===== src/rtl/led_drv_pkg.sv =====
package led_drv_pkg;

  typedef enum logic {
    MODE_NORMAL = 1'b0,
    MODE_DETECT = 1'b1
  } drv_mode_e;

  typedef struct packed {
    logic sclk_rise;
    logic latch_rise;
    logic oe_fall;
    logic otemp_fall;
  } edge_evt_t;

endpackage


===== src/rtl/in_edges.sv =====
module in_edges
  import led_drv_pkg::*;
(
  input  logic      clk,
  input  logic      rst_n,
  input  logic      sclk_i,
  input  logic      latch_i,
  input  logic      oe_n_i,
  input  logic      otemp_i,
  output edge_evt_t evt_o
);

  logic sclk_q, latch_q, oe_n_q, otemp_q;

  always_ff @(posedge clk or negedge rst_n) begin
    if (!rst_n) begin
      sclk_q  <= 1'b0;
      latch_q <= 1'b0;
      oe_n_q  <= 1'b1;
      otemp_q <= 1'b0;
    end else begin
      sclk_q  <= sclk_i;
      latch_q <= latch_i;
      oe_n_q  <= oe_n_i;
      otemp_q <= otemp_i;
    end
  end

  always_comb begin
    evt_o.sclk_rise  = sclk_i & ~sclk_q;
    evt_o.latch_rise = latch_i & ~latch_q;
    evt_o.oe_fall    = ~oe_n_i & oe_n_q;
    evt_o.otemp_fall = ~otemp_i & otemp_q;
  end

endmodule


===== src/rtl/shift_latch.sv =====
module shift_latch
  import led_drv_pkg::*;
#(
  parameter int N_CH = 8
) (
  input  logic            clk,
  input  logic            rst_n,
  input  logic            sclk_rise,
  input  logic            sdata_i,
  input  logic            latch_i,
  input  logic            latch_rise,
  input  logic            detect_mode_i,
  input  logic            uvlo_i,
  input  logic            otemp_i,
  output logic [N_CH-1:0] lat_o,
  output logic            sdata_o
);

  logic [N_CH-1:0] sr_q, sr_d;
  logic [N_CH-1:0] lat_q, lat_d;
  drv_mode_e       mode_q, mode_d;

  // next state
  always_comb begin
    sr_d = sr_q;
    if (sclk_rise) sr_d = {sr_q[N_CH-2:0], sdata_i};
    if (uvlo_i) sr_d = '0;
    else if (otemp_i && (mode_q == MODE_DETECT)) sr_d = '0;

    lat_d = lat_q;
    if (latch_i) lat_d = sr_d;
    if (uvlo_i) lat_d = '0;

    mode_d = mode_q;
    if (uvlo_i) mode_d = MODE_NORMAL;
    else if (latch_rise) mode_d = drv_mode_e'(detect_mode_i);
  end

  // registers
  always_ff @(posedge clk or negedge rst_n) begin
    if (!rst_n) begin
      sr_q   <= '0;
      lat_q  <= '0;
      mode_q <= MODE_NORMAL;
    end else begin
      sr_q   <= sr_d;
      lat_q  <= lat_d;
      mode_q <= mode_d;
    end
  end

  assign lat_o   = lat_q;
  assign sdata_o = sr_q[N_CH-1];

endmodule


===== src/rtl/stagger_seq.sv =====
module stagger_seq #(
  parameter int N_CH     = 8,
  parameter int STEP_CYC = 4
) (
  input  logic            clk,
  input  logic            rst_n,
  input  logic            start_i,
  input  logic            abort_i,
  output logic [N_CH-1:0] upd_o
);

  localparam int IDX_W = (N_CH > 1) ? $clog2(N_CH) : 1;
  localparam int CNT_W = (STEP_CYC > 1) ? $clog2(STEP_CYC) : 1;
  localparam logic [IDX_W-1:0] IDX_LAST = IDX_W'(N_CH - 1);
  localparam logic [CNT_W-1:0] CNT_LOAD = CNT_W'(STEP_CYC - 1);

  logic             busy_q, busy_d;
  logic [IDX_W-1:0] idx_q, idx_d;
  logic [CNT_W-1:0] cnt_q, cnt_d;
  logic             fire;

  assign fire = busy_q && (cnt_q == '0) && !start_i && !abort_i;

  for (genvar g = 0; g < N_CH; g++) begin : g_dec
    assign upd_o[g] = fire && (idx_q == IDX_W'(g));
  end

  always_comb begin
    busy_d = busy_q;
    idx_d  = idx_q;
    cnt_d  = cnt_q;
    if (abort_i) begin
      busy_d = 1'b0;
    end else if (start_i) begin
      busy_d = 1'b1;
      idx_d  = '0;
      cnt_d  = '0;
    end else if (busy_q) begin
      if (cnt_q == '0) begin
        if (idx_q == IDX_LAST) begin
          busy_d = 1'b0;
        end else begin
          idx_d = idx_q + 1'b1;
          cnt_d = CNT_LOAD;
        end
      end else begin
        cnt_d = cnt_q - 1'b1;
      end
    end
  end

  always_ff @(posedge clk or negedge rst_n) begin
    if (!rst_n) begin
      busy_q <= 1'b0;
      idx_q  <= '0;
      cnt_q  <= '0;
    end else begin
      busy_q <= busy_d;
      idx_q  <= idx_d;
      cnt_q  <= cnt_d;
    end
  end

endmodule


===== src/rtl/chan_drive.sv =====
module chan_drive #(
  parameter int N_CH = 8
) (
  input  logic            clk,
  input  logic            rst_n,
  input  logic            blank_i,
  input  logic [N_CH-1:0] upd_i,
  input  logic [N_CH-1:0] lat_i,
  output logic [N_CH-1:0] drive_o
);

  logic [N_CH-1:0] drv_q, drv_d;

  for (genvar g = 0; g < N_CH; g++) begin : g_ch
    always_comb begin
      drv_d[g] = drv_q[g];
      if (blank_i) drv_d[g] = 1'b0;
      else if (upd_i[g]) drv_d[g] = lat_i[g];
    end
  end

  always_ff @(posedge clk or negedge rst_n) begin
    if (!rst_n) drv_q <= '0;
    else        drv_q <= drv_d;
  end

  assign drive_o = drv_q;

endmodule


===== src/rtl/stagger_led_ctrl.sv =====
module stagger_led_ctrl
  import led_drv_pkg::*;
#(
  parameter int N_CH     = 8,
  parameter int STEP_CYC = 4
) (
  input  logic            clk,
  input  logic            rst_n,
  input  logic            sclk_i,
  input  logic            sdata_i,
  input  logic            latch_i,
  input  logic            oe_n_i,
  input  logic            uvlo_i,
  input  logic            otemp_i,
  input  logic            detect_mode_i,
  output logic            sdata_o,
  output logic [N_CH-1:0] drive_o
);

  edge_evt_t       evt;
  logic [N_CH-1:0] lat_q;
  logic [N_CH-1:0] upd_vec;
  logic            blank;
  logic            trig;

  in_edges u_edges (
    .clk     (clk),
    .rst_n   (rst_n),
    .sclk_i  (sclk_i),
    .latch_i (latch_i),
    .oe_n_i  (oe_n_i),
    .otemp_i (otemp_i),
    .evt_o   (evt)
  );

  shift_latch #(.N_CH(N_CH)) u_regs (
    .clk           (clk),
    .rst_n         (rst_n),
    .sclk_rise     (evt.sclk_rise),
    .sdata_i       (sdata_i),
    .latch_i       (latch_i),
    .latch_rise    (evt.latch_rise),
    .detect_mode_i (detect_mode_i),
    .uvlo_i        (uvlo_i),
    .otemp_i       (otemp_i),
    .lat_o         (lat_q),
    .sdata_o       (sdata_o)
  );

  // blanking sources and refresh triggers
  assign blank = oe_n_i | uvlo_i | otemp_i;
  assign trig  = !blank && (evt.oe_fall || evt.latch_rise || evt.otemp_fall ||
                            (latch_i && evt.sclk_rise));

  stagger_seq #(.N_CH(N_CH), .STEP_CYC(STEP_CYC)) u_seq (
    .clk     (clk),
    .rst_n   (rst_n),
    .start_i (trig),
    .abort_i (blank),
    .upd_o   (upd_vec)
  );

  chan_drive #(.N_CH(N_CH)) u_drv (
    .clk     (clk),
    .rst_n   (rst_n),
    .blank_i (blank),
    .upd_i   (upd_vec),
    .lat_i   (lat_q),
    .drive_o (drive_o)
  );

endmodule


===== config.mk =====
export PLATFORM = sky130hd
export DESIGN_NAME = stagger_led_ctrl
export DESIGN_NICKNAME = d
export VERILOG_FILES = /design/src/rtl/led_drv_pkg.sv /design/src/rtl/in_edges.sv /design/src/rtl/shift_latch.sv /design/src/rtl/stagger_seq.sv /design/src/rtl/chan_drive.sv /design/src/rtl/stagger_led_ctrl.sv
export SDC_FILE = /design/constraint.sdc
export NUM_CORES = 1
export LEC_CHECK = 0
export BUFFER_PORTS_ARGS = -buffer_cell sky130_fd_sc_hd__buf_2
export CAP_MARGIN = 5
export CORE_AREA = 2 2 64 66
export DETAILED_ROUTE_END_ITERATION = 6
export DIE_AREA = 0 0 66 68
export GPL_TIMING_DRIVEN = 0
export PLACE_DENSITY = 0.67
export SLEW_MARGIN = 20
export SYNTH_ARGS = -nofsm -noshare
export SYNTH_HDL_FRONTEND = slang
export SYNTH_SLANG_ARGS = --single-unit

===== constraint.sdc =====
create_clock -name clk -period 3.6 [get_ports clk]
set_clock_uncertainty 0.2 [all_clocks]
set_input_delay 0.18 -clock clk [delete_from_list [all_inputs] [get_ports clk]]
set_output_delay 0.18 -clock clk [all_outputs]
set_load 0.01 [all_outputs]

==> impl_summary.md <==
Status
The flow ran to the end, and the final reports show no timing, DRC or antenna violations.

Routing
In the routed layout, each cell is associated on average with a via count of 5.28. Before antenna repair, the detailed router went through 4 iterations. The count of nets left with antenna violations once routing finished came out at 0. In the final routed layout, each cell accounts on average for 14.4 µm. The wire length reported by the detailed router is 3420 µm. The DRC violations left is 0. The count of routing violations after the opening detailed-route iteration is 38. The routed via count is 1252.

Global route
The final global-route overflow total is 0. Global routing used 17.9% of the available tracks. The first-pass GRT wire length is 5840 µm. The number of global-route vias before repair was 1229. Entering global routing, the biggest net connects 36 pins. The number of antenna violations at the first check in global routing is 0.

Critical path
The peak fanout along the critical path is 8. For the worst flop-to-flop path, the logic depth is 6. For flop-to-flop paths, the worst setup slack is 1.55 ns.

The data required time at the worst endpoint is 3.55 ns. STA classifies the critical path startpoint as an input port. Data on the critical path arrives at its endpoint at 2.25 ns.

The worst setup path is of the in -> reg kind. The element type at the critical path end is a flip-flop.

Timing
Subtracting the final worst setup slack from the clock period gives 2.30 ns. The worst setup slack after layout is 1.30 ns. The max-slew headroom at the worst pin is 50.4%.

Timing would allow up to 0.435 GHz. Setup repair after global routing left no endpoint under its margin. Dividing the final minimum period by the clock period gives 63.8%. The number of hold violations in the final report is 0.

The measured slew at the worst slew-check pin is 0.743 ns. Summed over all failing endpoints, the final setup total negative slack is 0 ns. The count of final max-slew check failures came to 0.

The setup-violating endpoint count in the final report is 0.

Floorplanning
After floorplanning, the core was divided into 23 placement rows. For this configuration, the core starts out at a cell density of 43.1%. In this run the horizontal extent of the chip is 66 µm. The core area is 3860 µm². The vertical die dimension is 68 µm.

18 I/O pins were placed. The overall die area is 4490 µm².

Logic synthesis
The distinct cell type count of the synthesized netlist is 33. Counting flops and latches in the post-synthesis netlist gives 35. For this run, the leading register cell type out of synthesis is sky130_fd_sc_hd__dfrtp_1. Summed over all instances, the cell type with the most area after synthesis is sky130_fd_sc_hd__dfrtp_1.

The post-synthesis cell area is 1660 µm². The fraction of synthesized cell area taken by the top area cell type is 51.2%. Sorting the synthesized cells by how often they occur yields sky130_fd_sc_hd__dfrtp_1 (34), sky130_fd_sc_hd__nand2_1 (21), sky130_fd_sc_hd__inv_1 (16). The cell with the most instances after synthesis is sky130_fd_sc_hd__dfrtp_1. Ranked by total cell area, the synthesized netlist is headed by sky130_fd_sc_hd__dfrtp_1 (51%), sky130_fd_sc_hd__mux2_2 (5.4%), sky130_fd_sc_hd__ha_1 (5.3%), sky130_fd_sc_hd__nand2_1 (4.7%), sky130_fd_sc_hd__a21oi_1 (4.2%).

During synthesis, Yosys emitted a total of 0 warnings. Sequential cells were found to cover 52.8% of the synthesized design area. In the synthesized netlist the async set-or-reset flop fraction comes to 100%. The number of instances in the synthesized netlist is 155.

When the netlist entered floorplanning its net count stood at 171. The average size of a mapped cell is 10.7 µm². Yosys mapped a number of flops with a built-in enable equal to 0.

Finish
The repair_antennas step left the layout with diodes totalling 0. The final-layout fill cell count is 359. The design area is 1970 µm².

The net count of the finished layout is 202. From synthesis to final layout, the design area changed by 18.5%. Of the cells placed in the final design, the portion with a size suffix greater than 1 is 19.3%.

Placement
The HPWL after detailed placement is 2460 µm. The worst setup slack before clock tree synthesis is 1.55 ns. The count of buffers inserted at the top-level ports is 16.

At the end of routability-driven placement, the weighted congestion stood at 0.809. Once placement finished, the instance area stood at 1800 µm².

Clocking
The H-tree depth is 2. In this run, post-CTS repair resized a total of 0 instances. The clock transition at the register clock pins on the worst setup and hold paths after CTS is 0.07 ns. TritonCTS built the clock tree.

After clock tree synthesis, the setup repair step added 0 buffers. In this run the clock root is driven by a sky130_fd_sc_hd__clkbuf_8. At the later pin of the worst-skew pair, clock insertion delay measures 0.29 ns. For this design, the sink count on the clock tree is 35. Clock tree synthesis inserted a total of 5 buffers.

Counting along the longest clock path gives a buffer depth of 2.

Min path
The class of the tightest hold or removal check is in -> async.

Power and ir drop
Dividing total power by cell area gives a power density of 389 nW/µm². After layout, the design draws a total of 0.767 mW. IR analysis of the VDD net gives a maximum drop of 271 µV. The static leakage is 0.902 nW.

Run
Across the run, the number of max-cap violations was 0.
## worst max-delay path, cell delays in order
cell	delay (ns)
sky130_fd_sc_hd__dlygate4sd3_1	0.54
sky130_fd_sc_hd__buf_2	0.19
sky130_fd_sc_hd__or4b_4	0.56
sky130_fd_sc_hd__nor3b_4	0.29
sky130_fd_sc_hd__mux2_1	0.34
sky130_fd_sc_hd__a21boi_2	0.15
## area by class of cell
class | count | area (µm²) | share of cell area, %
clock buffers | 8 | 80.1 | 4.07
repair buffers | 24 | 160 | 8.13
well taps | 50 | 62.6 | 3.18
plain buffers | 4 | 22.5 | 1.14
multi-input cells | 100 | 707 | 35.9
inverters | 16 | 60.1 | 3.05
flip-flops and latches | 35 | 877 | 44.5
## cell usage in the layout (no fill, tap or decap), drive strengths merged, types with 2 or more instances in the layout
cell | netlist | routed
clkbuf | 3 | 11
a21o | 2 | 2
o31ai | 4 | 4
a21boi | 3 | 3
nand2 | 21 | 21
nor3 | 2 | 2
inv | 16 | 16
a21oi | 14 | 14
ha | 7 | 7
dlygate4sd3 | 0 | 8
a221oi | 3 | 3
or4 | 4 | 4
nand4 | 8 | 8
mux2 | 9 | 9
nor2b | 2 | 2
buf | 1 | 17
nor2 | 6 | 6
mux2i | 4 | 4
dfrtp | 34 | 34
## power by group
group | internal (mW) | switching (mW) | total [mW]
sequential | 0.404 | 0.00885 | 0.413
combinational | 0.0303 | 0.0500 | 0.0802
clock | 0.137 | 0.136 | 0.273
total | 0.572 | 0.195 | 0.767
## cell families (layout without fill, tap and decap cells)
kind of cell    count (synthesis)  count (layout)  synth area share [%]
compound gates                 30              30                  11.7
xor+xnor                        1               1                 0.527
fa+ha+maj                       7               7                  5.27
buf+inv                        20              52                  4.97
flops                          35              35                  52.8
mux                            13              13                  8.51
simple gates                   49              49                  16.3
## per-stage QoR
stage          cells  utilization [%]  hold WS, ns
3_3_place_gp     221             46.8       0.0850
6_report         237             51.1        0.290
3_5_place_dp     221             46.8        0.101
2_1_floorplan    155                -       -0.316
5_1_grt          237             51.1        0.325
4_1_cts          237             50.9        0.312
## flip-flops by register name (all words and copies together) (netlist names)
signal and cells:
u_drv.drive_o 8, u_regs.lat_o 8, u_regs.sr_q 8, u_seq.idx_q 3, u_seq.cnt_q 2, u_edges.latch_q 1
u_edges.oe_n_q 1, u_edges.otemp_q 1, u_edges.sclk_q 1, u_regs.mode_q 1, u_seq.busy_q 1
## final timing paths
check / endpoint / from
worst max-delay path: u_seq.idx_q[1] / otemp_i
worst min-delay path: u_regs.sr_q[1] / rst_n
min in group clk: u_regs.lat_o[5] / u_regs.lat_o[5]
worst max register to register: u_seq.idx_q[1] / u_seq.cnt_q[0]
worst min register to register: u_regs.lat_o[5] / u_regs.lat_o[5]
max in group asynchronous: u_regs.lat_o[4] / rst_n
## routing by layer
| layer | share of wire, % | up-vias | global-route usage [%] | routed length [µm] |
|---|---|---|---|---|
| li1 | - | 606 | - | - |
| met1 | 45 | 612 | 21.7 | 1530 |
| met2 | 49 | 26 | 30.2 | 1670 |
| met3 | 4.4 | 8 | 4.93 | 152 |
| met4 | 2.2 | 0 | 7.65 | 74 |
| met5 | 0 | - | 0 | 0 |
## what timing repair did
| item | CTS | global route |
|---|---|---|
| endpoints found under the setup margin | 0 | 0 |
| hold endpoints to repair | 40 | 0 |
| hold buffers | 8 | 0 |
Note: power is estimated with default switching activity, not from simulation.
